==> src/rtl/qp_pkg.sv <==
package qp_pkg;

  typedef enum logic [1:0] {
    KIND_WEAK   = 2'd0,
    KIND_OPEN   = 2'd1,
    KIND_ALT    = 2'd2,
    KIND_UPADDR = 2'd3
  } kind_e;

  typedef enum logic [1:0] {
    OP_AND   = 2'd0,
    OP_OR    = 2'd1,
    OP_XOR   = 2'd2,
    OP_CLEAR = 2'd3
  } rmw_op_e;

endpackage

==> src/rtl/qp_latch.sv <==
module qp_latch #(
  parameter int WIDTH = 8
) (
  input  logic             clk,
  input  logic             rst,
  input  logic             wr_en,
  input  logic [WIDTH-1:0] wr_data,
  input  logic             rmw_en,
  input  logic [1:0]       rmw_op,
  input  logic [WIDTH-1:0] rmw_arg,
  output logic [WIDTH-1:0] latch_q,
  output logic [WIDTH-1:0] latch_nxt
);
  import qp_pkg::*;

  localparam logic [WIDTH-1:0] ALL_ONES = {WIDTH{1'b1}};

  logic [WIDTH-1:0] rmw_res;

  always_comb begin
    unique case (rmw_op_e'(rmw_op))
      OP_AND:   rmw_res = latch_q & rmw_arg;
      OP_OR:    rmw_res = latch_q | rmw_arg;
      OP_XOR:   rmw_res = latch_q ^ rmw_arg;
      default:  rmw_res = latch_q & ~rmw_arg;
    endcase
  end

  always_comb begin
    if (rst)         latch_nxt = ALL_ONES;
    else if (wr_en)  latch_nxt = wr_data;
    else if (rmw_en) latch_nxt = rmw_res;
    else             latch_nxt = latch_q;
  end

  always_ff @(posedge clk) begin
    latch_q <= latch_nxt;
  end

  p_reset_ones_r1: assert property (@(posedge clk) disable iff (rst)
    $fell(rst) |-> latch_q == ALL_ONES);

  p_write_load_r2: assert property (@(posedge clk) disable iff (rst)
    wr_en |=> latch_q == $past(wr_data));

  p_rmw_or_from_latch_r5: assert property (@(posedge clk) disable iff (rst)
    (rmw_en && !wr_en && rmw_op == 2'd1) |=> latch_q == ($past(latch_q) | $past(rmw_arg)));

  p_rmw_clear_from_latch_r5: assert property (@(posedge clk) disable iff (rst)
    (rmw_en && !wr_en && rmw_op == 2'd3) |=> latch_q == ($past(latch_q) & ~$past(rmw_arg)));

  p_write_wins_r6: assert property (@(posedge clk) disable iff (rst)
    (wr_en && rmw_en) |=> latch_q == $past(wr_data));

endmodule

==> src/rtl/qp_sync.sv <==
module qp_sync #(
  parameter int WIDTH  = 8,
  parameter int STAGES = 2
) (
  input  logic             clk,
  input  logic             rst,
  input  logic [WIDTH-1:0] d,
  output logic [WIDTH-1:0] q
);
  logic [WIDTH-1:0] stage [STAGES];

  always_ff @(posedge clk) begin
    stage[0] <= d;
  end

  for (genvar s = 1; s < STAGES; s++) begin : g_stage
    always_ff @(posedge clk) begin
      stage[s] <= stage[s-1];
    end
  end

  assign q = stage[STAGES-1];

  if (STAGES == 2) begin : g_chk2
    p_two_flop_delay_r7: assert property (@(posedge clk) disable iff (rst)
      (!$past(rst) && !$past(rst, 2)) |-> q == $past(d, 2));
  end

endmodule

==> src/rtl/qp_drive.sv <==
module qp_drive #(
  parameter int            WIDTH = 8,
  parameter qp_pkg::kind_e KIND  = qp_pkg::KIND_WEAK
) (
  input  logic             clk,
  input  logic             rst,
  input  logic [WIDTH-1:0] latch_nxt,
  input  logic [WIDTH-1:0] alt_out,
  input  logic             bus_en,
  input  logic [WIDTH-1:0] bus_val,
  output logic [WIDTH-1:0] drive_low,
  output logic [WIDTH-1:0] pull_up
);
  import qp_pkg::*;

  localparam bit               HAS_BUS = (KIND == KIND_OPEN) || (KIND == KIND_UPADDR);
  localparam logic [WIDTH-1:0] PU_RST  = (KIND == KIND_OPEN) ? '0 : {WIDTH{1'b1}};

  logic [WIDTH-1:0] eff;
  logic [WIDTH-1:0] pu_d;

  if (KIND == KIND_ALT) begin : g_alt
    logic unused_bus;
    assign unused_bus = bus_en ^ (^bus_val);
    assign eff  = latch_nxt & alt_out;
    assign pu_d = eff;
  end else if (KIND == KIND_OPEN) begin : g_open
    logic unused_alt;
    assign unused_alt = ^alt_out;
    assign eff  = bus_en ? bus_val : latch_nxt;
    assign pu_d = bus_en ? bus_val : '0;
  end else if (KIND == KIND_UPADDR) begin : g_upaddr
    logic unused_alt;
    assign unused_alt = ^alt_out;
    assign eff  = bus_en ? bus_val : latch_nxt;
    assign pu_d = eff;
  end else begin : g_weak
    logic unused_in;
    assign unused_in = (^alt_out) ^ bus_en ^ (^bus_val);
    assign eff  = latch_nxt;
    assign pu_d = latch_nxt;
  end

  always_ff @(posedge clk) begin
    if (rst) begin
      drive_low <= '0;
      pull_up   <= PU_RST;
    end else begin
      drive_low <= ~eff;
      pull_up   <= pu_d;
    end
  end

  if (HAS_BUS) begin : g_bus_chk
    p_bus_drive_r9: assert property (@(posedge clk) disable iff (rst)
      bus_en |=> (drive_low == ~$past(bus_val)) && (pull_up == $past(bus_val)));
  end

  if (KIND == KIND_OPEN) begin : g_od_chk
    p_od_no_pullup_r4: assert property (@(posedge clk) disable iff (rst)
      !$past(bus_en) |-> pull_up == '0);
  end

  if (KIND == KIND_ALT) begin : g_alt_chk
    p_alt_and_r8: assert property (@(posedge clk) disable iff (rst)
      (alt_out == '0) |=> pull_up == '0);
  end

endmodule

==> src/rtl/qport_array.sv <==
module qport_array #(
  parameter int            WIDTH = 8,
  parameter qp_pkg::kind_e KIND  = qp_pkg::KIND_WEAK
) (
  input  logic             clk,
  input  logic             rst,
  input  logic             wr_en,
  input  logic [WIDTH-1:0] wr_data,
  input  logic             rmw_en,
  input  logic [1:0]       rmw_op,
  input  logic [WIDTH-1:0] rmw_arg,
  input  logic [WIDTH-1:0] alt_out,
  input  logic             bus_en,
  input  logic [WIDTH-1:0] bus_val,
  input  logic [WIDTH-1:0] pin_in,
  output logic [WIDTH-1:0] latch_q,
  output logic [WIDTH-1:0] pin_q,
  output logic [WIDTH-1:0] drive_low,
  output logic [WIDTH-1:0] pull_up
);
  import qp_pkg::*;

  logic [WIDTH-1:0] latch_nxt;

  qp_latch #(.WIDTH(WIDTH)) u_latch (
    .clk       (clk),
    .rst       (rst),
    .wr_en     (wr_en),
    .wr_data   (wr_data),
    .rmw_en    (rmw_en),
    .rmw_op    (rmw_op),
    .rmw_arg   (rmw_arg),
    .latch_q   (latch_q),
    .latch_nxt (latch_nxt)
  );

  qp_drive #(.WIDTH(WIDTH), .KIND(KIND)) u_drive (
    .clk       (clk),
    .rst       (rst),
    .latch_nxt (latch_nxt),
    .alt_out   (alt_out),
    .bus_en    (bus_en),
    .bus_val   (bus_val),
    .drive_low (drive_low),
    .pull_up   (pull_up)
  );

  qp_sync #(.WIDTH(WIDTH), .STAGES(2)) u_sync (
    .clk (clk),
    .rst (rst),
    .d   (pin_in),
    .q   (pin_q)
  );

  p_bus_keeps_latch_r9: assert property (@(posedge clk) disable iff (rst)
    (bus_en && !wr_en && !rmw_en) |=> $stable(latch_q));

  if (KIND == KIND_WEAK) begin : g_weak_chk
    p_weak_tracks_latch_r2: assert property (@(posedge clk) disable iff (rst)
      drive_low == ~latch_q);
    p_weak_pullup_r3: assert property (@(posedge clk) disable iff (rst)
      pull_up == latch_q);
  end

endmodule

==> config.mk <==
export PLATFORM = sky130hd
export DESIGN_NAME = qport_array
export DESIGN_NICKNAME = d
export VERILOG_FILES = /design/src/rtl/qp_pkg.sv /design/src/rtl/qp_latch.sv /design/src/rtl/qp_sync.sv /design/src/rtl/qp_drive.sv /design/src/rtl/qport_array.sv
export SDC_FILE = /design/constraint.sdc
export NUM_CORES = 1
export LEC_CHECK = 0
export BUFFER_PORTS_ARGS = -buffer_cell sky130_fd_sc_hd__buf_2
export CAP_MARGIN = 25
export CORE_MARGIN = 2
export CORE_UTILIZATION = 49
export DETAILED_ROUTE_END_ITERATION = 8
export PLACE_DENSITY = 0.84
export SLEW_MARGIN = 20
export SYNTH_ARGS = -nofsm -noshare
export SYNTH_HDL_FRONTEND = slang
export SYNTH_SLANG_ARGS = --single-unit
==> constraint.sdc <==
create_clock -name clk -period 2.2 [get_ports clk]
set_input_delay 0.11 -clock clk [delete_from_list [all_inputs] [get_ports clk]]
set_output_delay 0.11 -clock clk [all_outputs]
set_load 0.05 [all_outputs]
=== Yosys cells after proc, flatten, opt, wreduce, memory -nomap -nowiden ===
Memory sizes are Yosys's and may differ from the RTL's.
Index checks and enable logic that the tools add are counted.
W data, S select, Z words.

* Mux-type cells: 4
* Bitwise operators: 6
* Reductions and logical operators: 1
* Eq/ne operators: 2

{| class="wikitable"
|+ Operators with widths
! operator !! number
|-
| $mux W8 || 3
|-
| $pmux W8 S3 || 1
|-
| $and A8 B8 Y8 || 2
|-
| $not A8 Y8 || 2
|-
| $or A8 B8 Y8 || 1
|-
| $xor A8 B8 Y8 || 1
|-
| $eq A2 B1 Y1 const B || 1
|-
| $eq A2 B2 Y1 const B || 1
|-
| $logic_not A2 Y1 || 1
|}

* Flip-flop bits (word level): 24
* Memories: 1
* RAM bits: 16
* Output and inout bits: 32

{| class="wikitable"
|+ Memory list
! name !! depth !! bits a word !! rd ports !! clocked after memory_dff !! write ports !! line !! text
|-
| u_sync.stage || 2 || 8 || 2 || 0 || 2 || qp_sync.sv:10 || <nowiki>logic [WIDTH-1:0] stage [STAGES];</nowiki>
|}

=== Depth between registers and ports, before layout ===
* Depth in word-level cells: 7
* Mapped depth: 6
* Depth with buffers taken out: 5

=== Modules after synthesis ===
A second synthesis with hierarchy kept.

* Cells, all modules: 163
* Area total of the unflattened synthesis: 1,602.8 um^2

{| class="wikitable"
|+ By module, submodules not included
! module !! cells an instance !! area an instance (um^2) !! times used
|-
| qp_latch || 106 || 810.8 || 1
|-
| qp_drive || 33 || 411.6 || 1
|-
| qp_sync || 24 || 380.4 || 1
|}

=== Worst setup path before layout ===
OpenSTA, ideal clock, no wires.

* Kind: register to register
* Start: register u_latch.latch_q[0]
* End: register u_drive.drive_low[0]
* Library setup time: 0.116 ns
* Required time: 2.084 ns
* Path slack: 0.630 ns
* Data arrival time: 1.454 ns
* Stages on the path, launching flop included: 6
* Buffers on the path: 0
* Clock period less this slack: 1.570 ns
* Path through: dfxtp_1 inv_1 ha_1 nand2_1 a21o_1 a41o_1

* Word-level cells in the longest chain between the ends: 6

{| class="wikitable"
|+ Ends and longest elaborated chain
! what !! line !! text
|-
| start, declared || qp_latch.sv:11 || <nowiki>output logic [WIDTH-1:0] latch_q,</nowiki>
|-
| start signal, assigned || qp_latch.sv:37 || <nowiki>latch_q <= latch_nxt;</nowiki>
|-
| $and A8 B8 Y8, or another cell as far along || qp_latch.sv:25 || <nowiki>default: rmw_res = latch_q & ~rmw_arg;</nowiki>
|-
| $pmux W8 S3 || qp_latch.sv:21 || <nowiki>unique case (rmw_op_e'(rmw_op))</nowiki>
|-
| $mux W8 (*) || qp_latch.sv:32 || <nowiki>else if (rmw_en) latch_nxt = rmw_res;</nowiki>
|-
| $mux W8 (*) || qp_latch.sv:31 || <nowiki>else if (wr_en) latch_nxt = wr_data;</nowiki>
|-
| $mux W8 (*) || qp_latch.sv:30 || <nowiki>if (rst) latch_nxt = ALL_ONES;</nowiki>
|-
| $not A8 Y8 (*) || qp_drive.sv:49 || <nowiki>drive_low <= ~eff;</nowiki>
|-
| end signal, assigned || qp_drive.sv:49 ||
|-
| end, declared || qp_drive.sv:11 || <nowiki>output logic [WIDTH-1:0] drive_low,</nowiki>
|}

Mark *: on every way between the ends. The rest lies on a longest branch, timed or not.
A chain may end at the register's enable or synchronous reset.

=== Worst setup path after layout ===
* Start: register u_latch.latch_q[2]
* End: register u_drive.drive_low[2]

The elaborated chain is that of the path after synthesis.

==> results.ini <==
[status]
status=completed

[clock_network]
clock_latency_ns=0.35
cts_tree=yes
cts-root-buf=clkbuf_4
htree_levels=2
cts_sinks=40
numCtsBuffers=5
clk_path_buf_depth=2
path_clk_slew_ns=0.13

[cells_and_area]
fillerInstances=297
multi_input_comb_area_um2=741
layout_commonest_cell=buf_2
finish.net_count=287
final_cell_mix=61 x buf_2, 40 x dfxtp_1, 18 x inv_1
syn2layout_area_growth_pct=26.7
regArea_um2=801
final_util_pct=64.3
fin_cells=276
drive_above_1_share_pct=32.6
antenna_cells=0

[run]
maxCapViolCount=0

[synthesis]
yosysWarnings=0
syn_nets=222
synth_area_mm2=0.00169
ys_seq_area_share_pct=47.3
syn_avg_cell_area_um2=10.3
syn_inst=164
ys_types=18
synth_seq_cells=40

[route]
viasPerCell=4.90
drt-pass1-iter-count=4
ant_nets=0
routed_wl_um=3390
drc=0
drtIter0Drc=31
wl_per_cell_um=12.3
vias=1353

[setup_path]
max_stage_delay_ns=0.37
end_kind=flop
slowest_stage=dfxtp_1
critPathArrivalTime_ns=1.53
crit_path_start_kind=flop
cp_num_buf_inv=1
crit_family=compound AO/OA/AOI/OAI gates
cp_max_fo=3
crit_chain=inv_1, ha_1, nand2b_1, a21o_1, a41o_1
path_class=reg -> reg
cp_data_required_time_ns=2.45

[placement]
post-place-ws_ns=0.590
numPortBuffers=61
dp_hpwl_um=2420
globalplace.congestion=0.805
dp.cells=260

[power]
p_total_mw=1.70
ir_worst_vdd_uv=583
total_leakage_power_nw=1.10
p_per_area_mw_per_mm2=795

[sta]
setup_viol=0
rsz0062_at_grt=no
worstMarginPinSlew_ns=0.462
hold_violations=0
finalClockSkew_ns=0.00433
drv_slew=0
finalWorstSetupSlack_ns=0.917
setup_tns_ns=0
slew_headroom_pct=69.2
fmax_ghz=0.779
finalCritPeriodShare_pct=58.3
fin_crit_ns=1.28

[global_route]
grt_pass1_wl_um=5840
grtUsageTotal_pct=19.1
grt_overflow=0
grt_pass1_vias=1359
grt_max_degree=25
antenna_found_initial=0

[floorplanning]
ios=79
start_util_pct=50.7
coreArea_mm2=0.00334
core.rowCount=21
die-width_um=62.8
die_area_mm2=0.00394
die_height_um=62.8

[hold_path]
hold_class=in -> reg

registers in the layout (all words and copies together) (netlist names):
signal             flops
u_sync.stage          16
u_latch.latch_q        8
u_drive.drive_low      8
u_drive.pull_up        8
worst register-to-register path, stage by stage (launching register included):
cell and delay (ns):
dfxtp_1 0.37, inv_1 0.07, ha_1 0.18, nand2b_1 0.14, a21o_1 0.21, a41o_1 0.21
metrics by stage:
step                area, um2  hold WS (ns)
finish                   2140        0.0790
global route             2140        0.0658
CTS                      2140        0.0609
detailed placement       1980         0.214
global placement         1980         0.212
floorplan                1690         0.138
final cells by class:
cell class / instances / share of cell area [%]
flip-flops and latches: 40 / 37.3
well taps: 46 / 2.68
clock buffers: 5 / 1.75
repair buffers: 70 / 18.3
multi-input cells: 94 / 34.5
inverters: 18 / 3.15
clock inverters: 3 / 2.22
power breakdown:
group / leakage, nW / internal, mW / switching [mW]
registers: 0.335 / 0.779 / 0.0179
clock network: 0.0454 / 0.243 / 0.247
logic: 0.724 / 0.132 / 0.287
total: 1.10 / 1.15 / 0.552
Yosys cell counts:
master,count,area share (%)
a21o_1,8,3.5
a41o_1,8,4.7
a41oi_1,16,8.3
buf_1,1,0.22
buf_2,1,0.30
buf_4,8,3.5
buf_6,1,0.67
clkbuf_1,1,0.22
dfxtp_1,40,47
ha_1,11,8.1
inv_1,18,4.0
nand2_1,9,2.0
nand2b_1,17,6.3
nor2_1,8,1.8
nor3b_1,1,0.44
or3_1,3,1.1
or3_4,5,3.3
xor2_1,8,4.1
logic make-up (layout without fill, tap and decap cells):
family | Yosys count | in the layout | share of synthesized area, %
flip-flops | 40 | 40 | 47.3
AO/OA/AOI/OAI | 32 | 32 | 16.6
adder cells (fa/ha/maj) | 11 | 11 | 8.13
AND/OR/NAND/NOR | 43 | 43 | 14.9
buffers and inverters | 30 | 96 | 8.94
XOR/XNOR | 8 | 8 | 4.14
worst paths after layout:
| kind | depth (start not counted) | start | end | slack [ns] |
|---|---|---|---|---|
| min | 3 | wr_data[0] | u_latch.latch_q[0] | 0.08 |
| max | 5 | u_latch.latch_q[2] | u_drive.drive_low[2] | 0.92 |
| max reg2reg | 5 | u_latch.latch_q[2] | u_drive.drive_low[2] | 0.92 |
| min reg2reg | 0 | u_sync.stage[0][0] | u_sync.stage[0][8] | 0.34 |
per-layer routing:
layer  track usage (%)  up-vias  share of wire (%)  wire length, um
met2              34.8       35                 51             1710
li1                  -      695                  -                -
met4              7.50        0                1.0               35
met3              5.41        5                5.0              170
met5                 0        -                  0                0
met1              20.8      618                 43             1470
timing repair:
action	4_1_cts	5_1_grt
resized for setup	0	0
setup buffers	0	0
endpoints found under the hold margin	8	0
hold buffers	8	0
No activity file was read; power rests on OpenSTA's default activity.
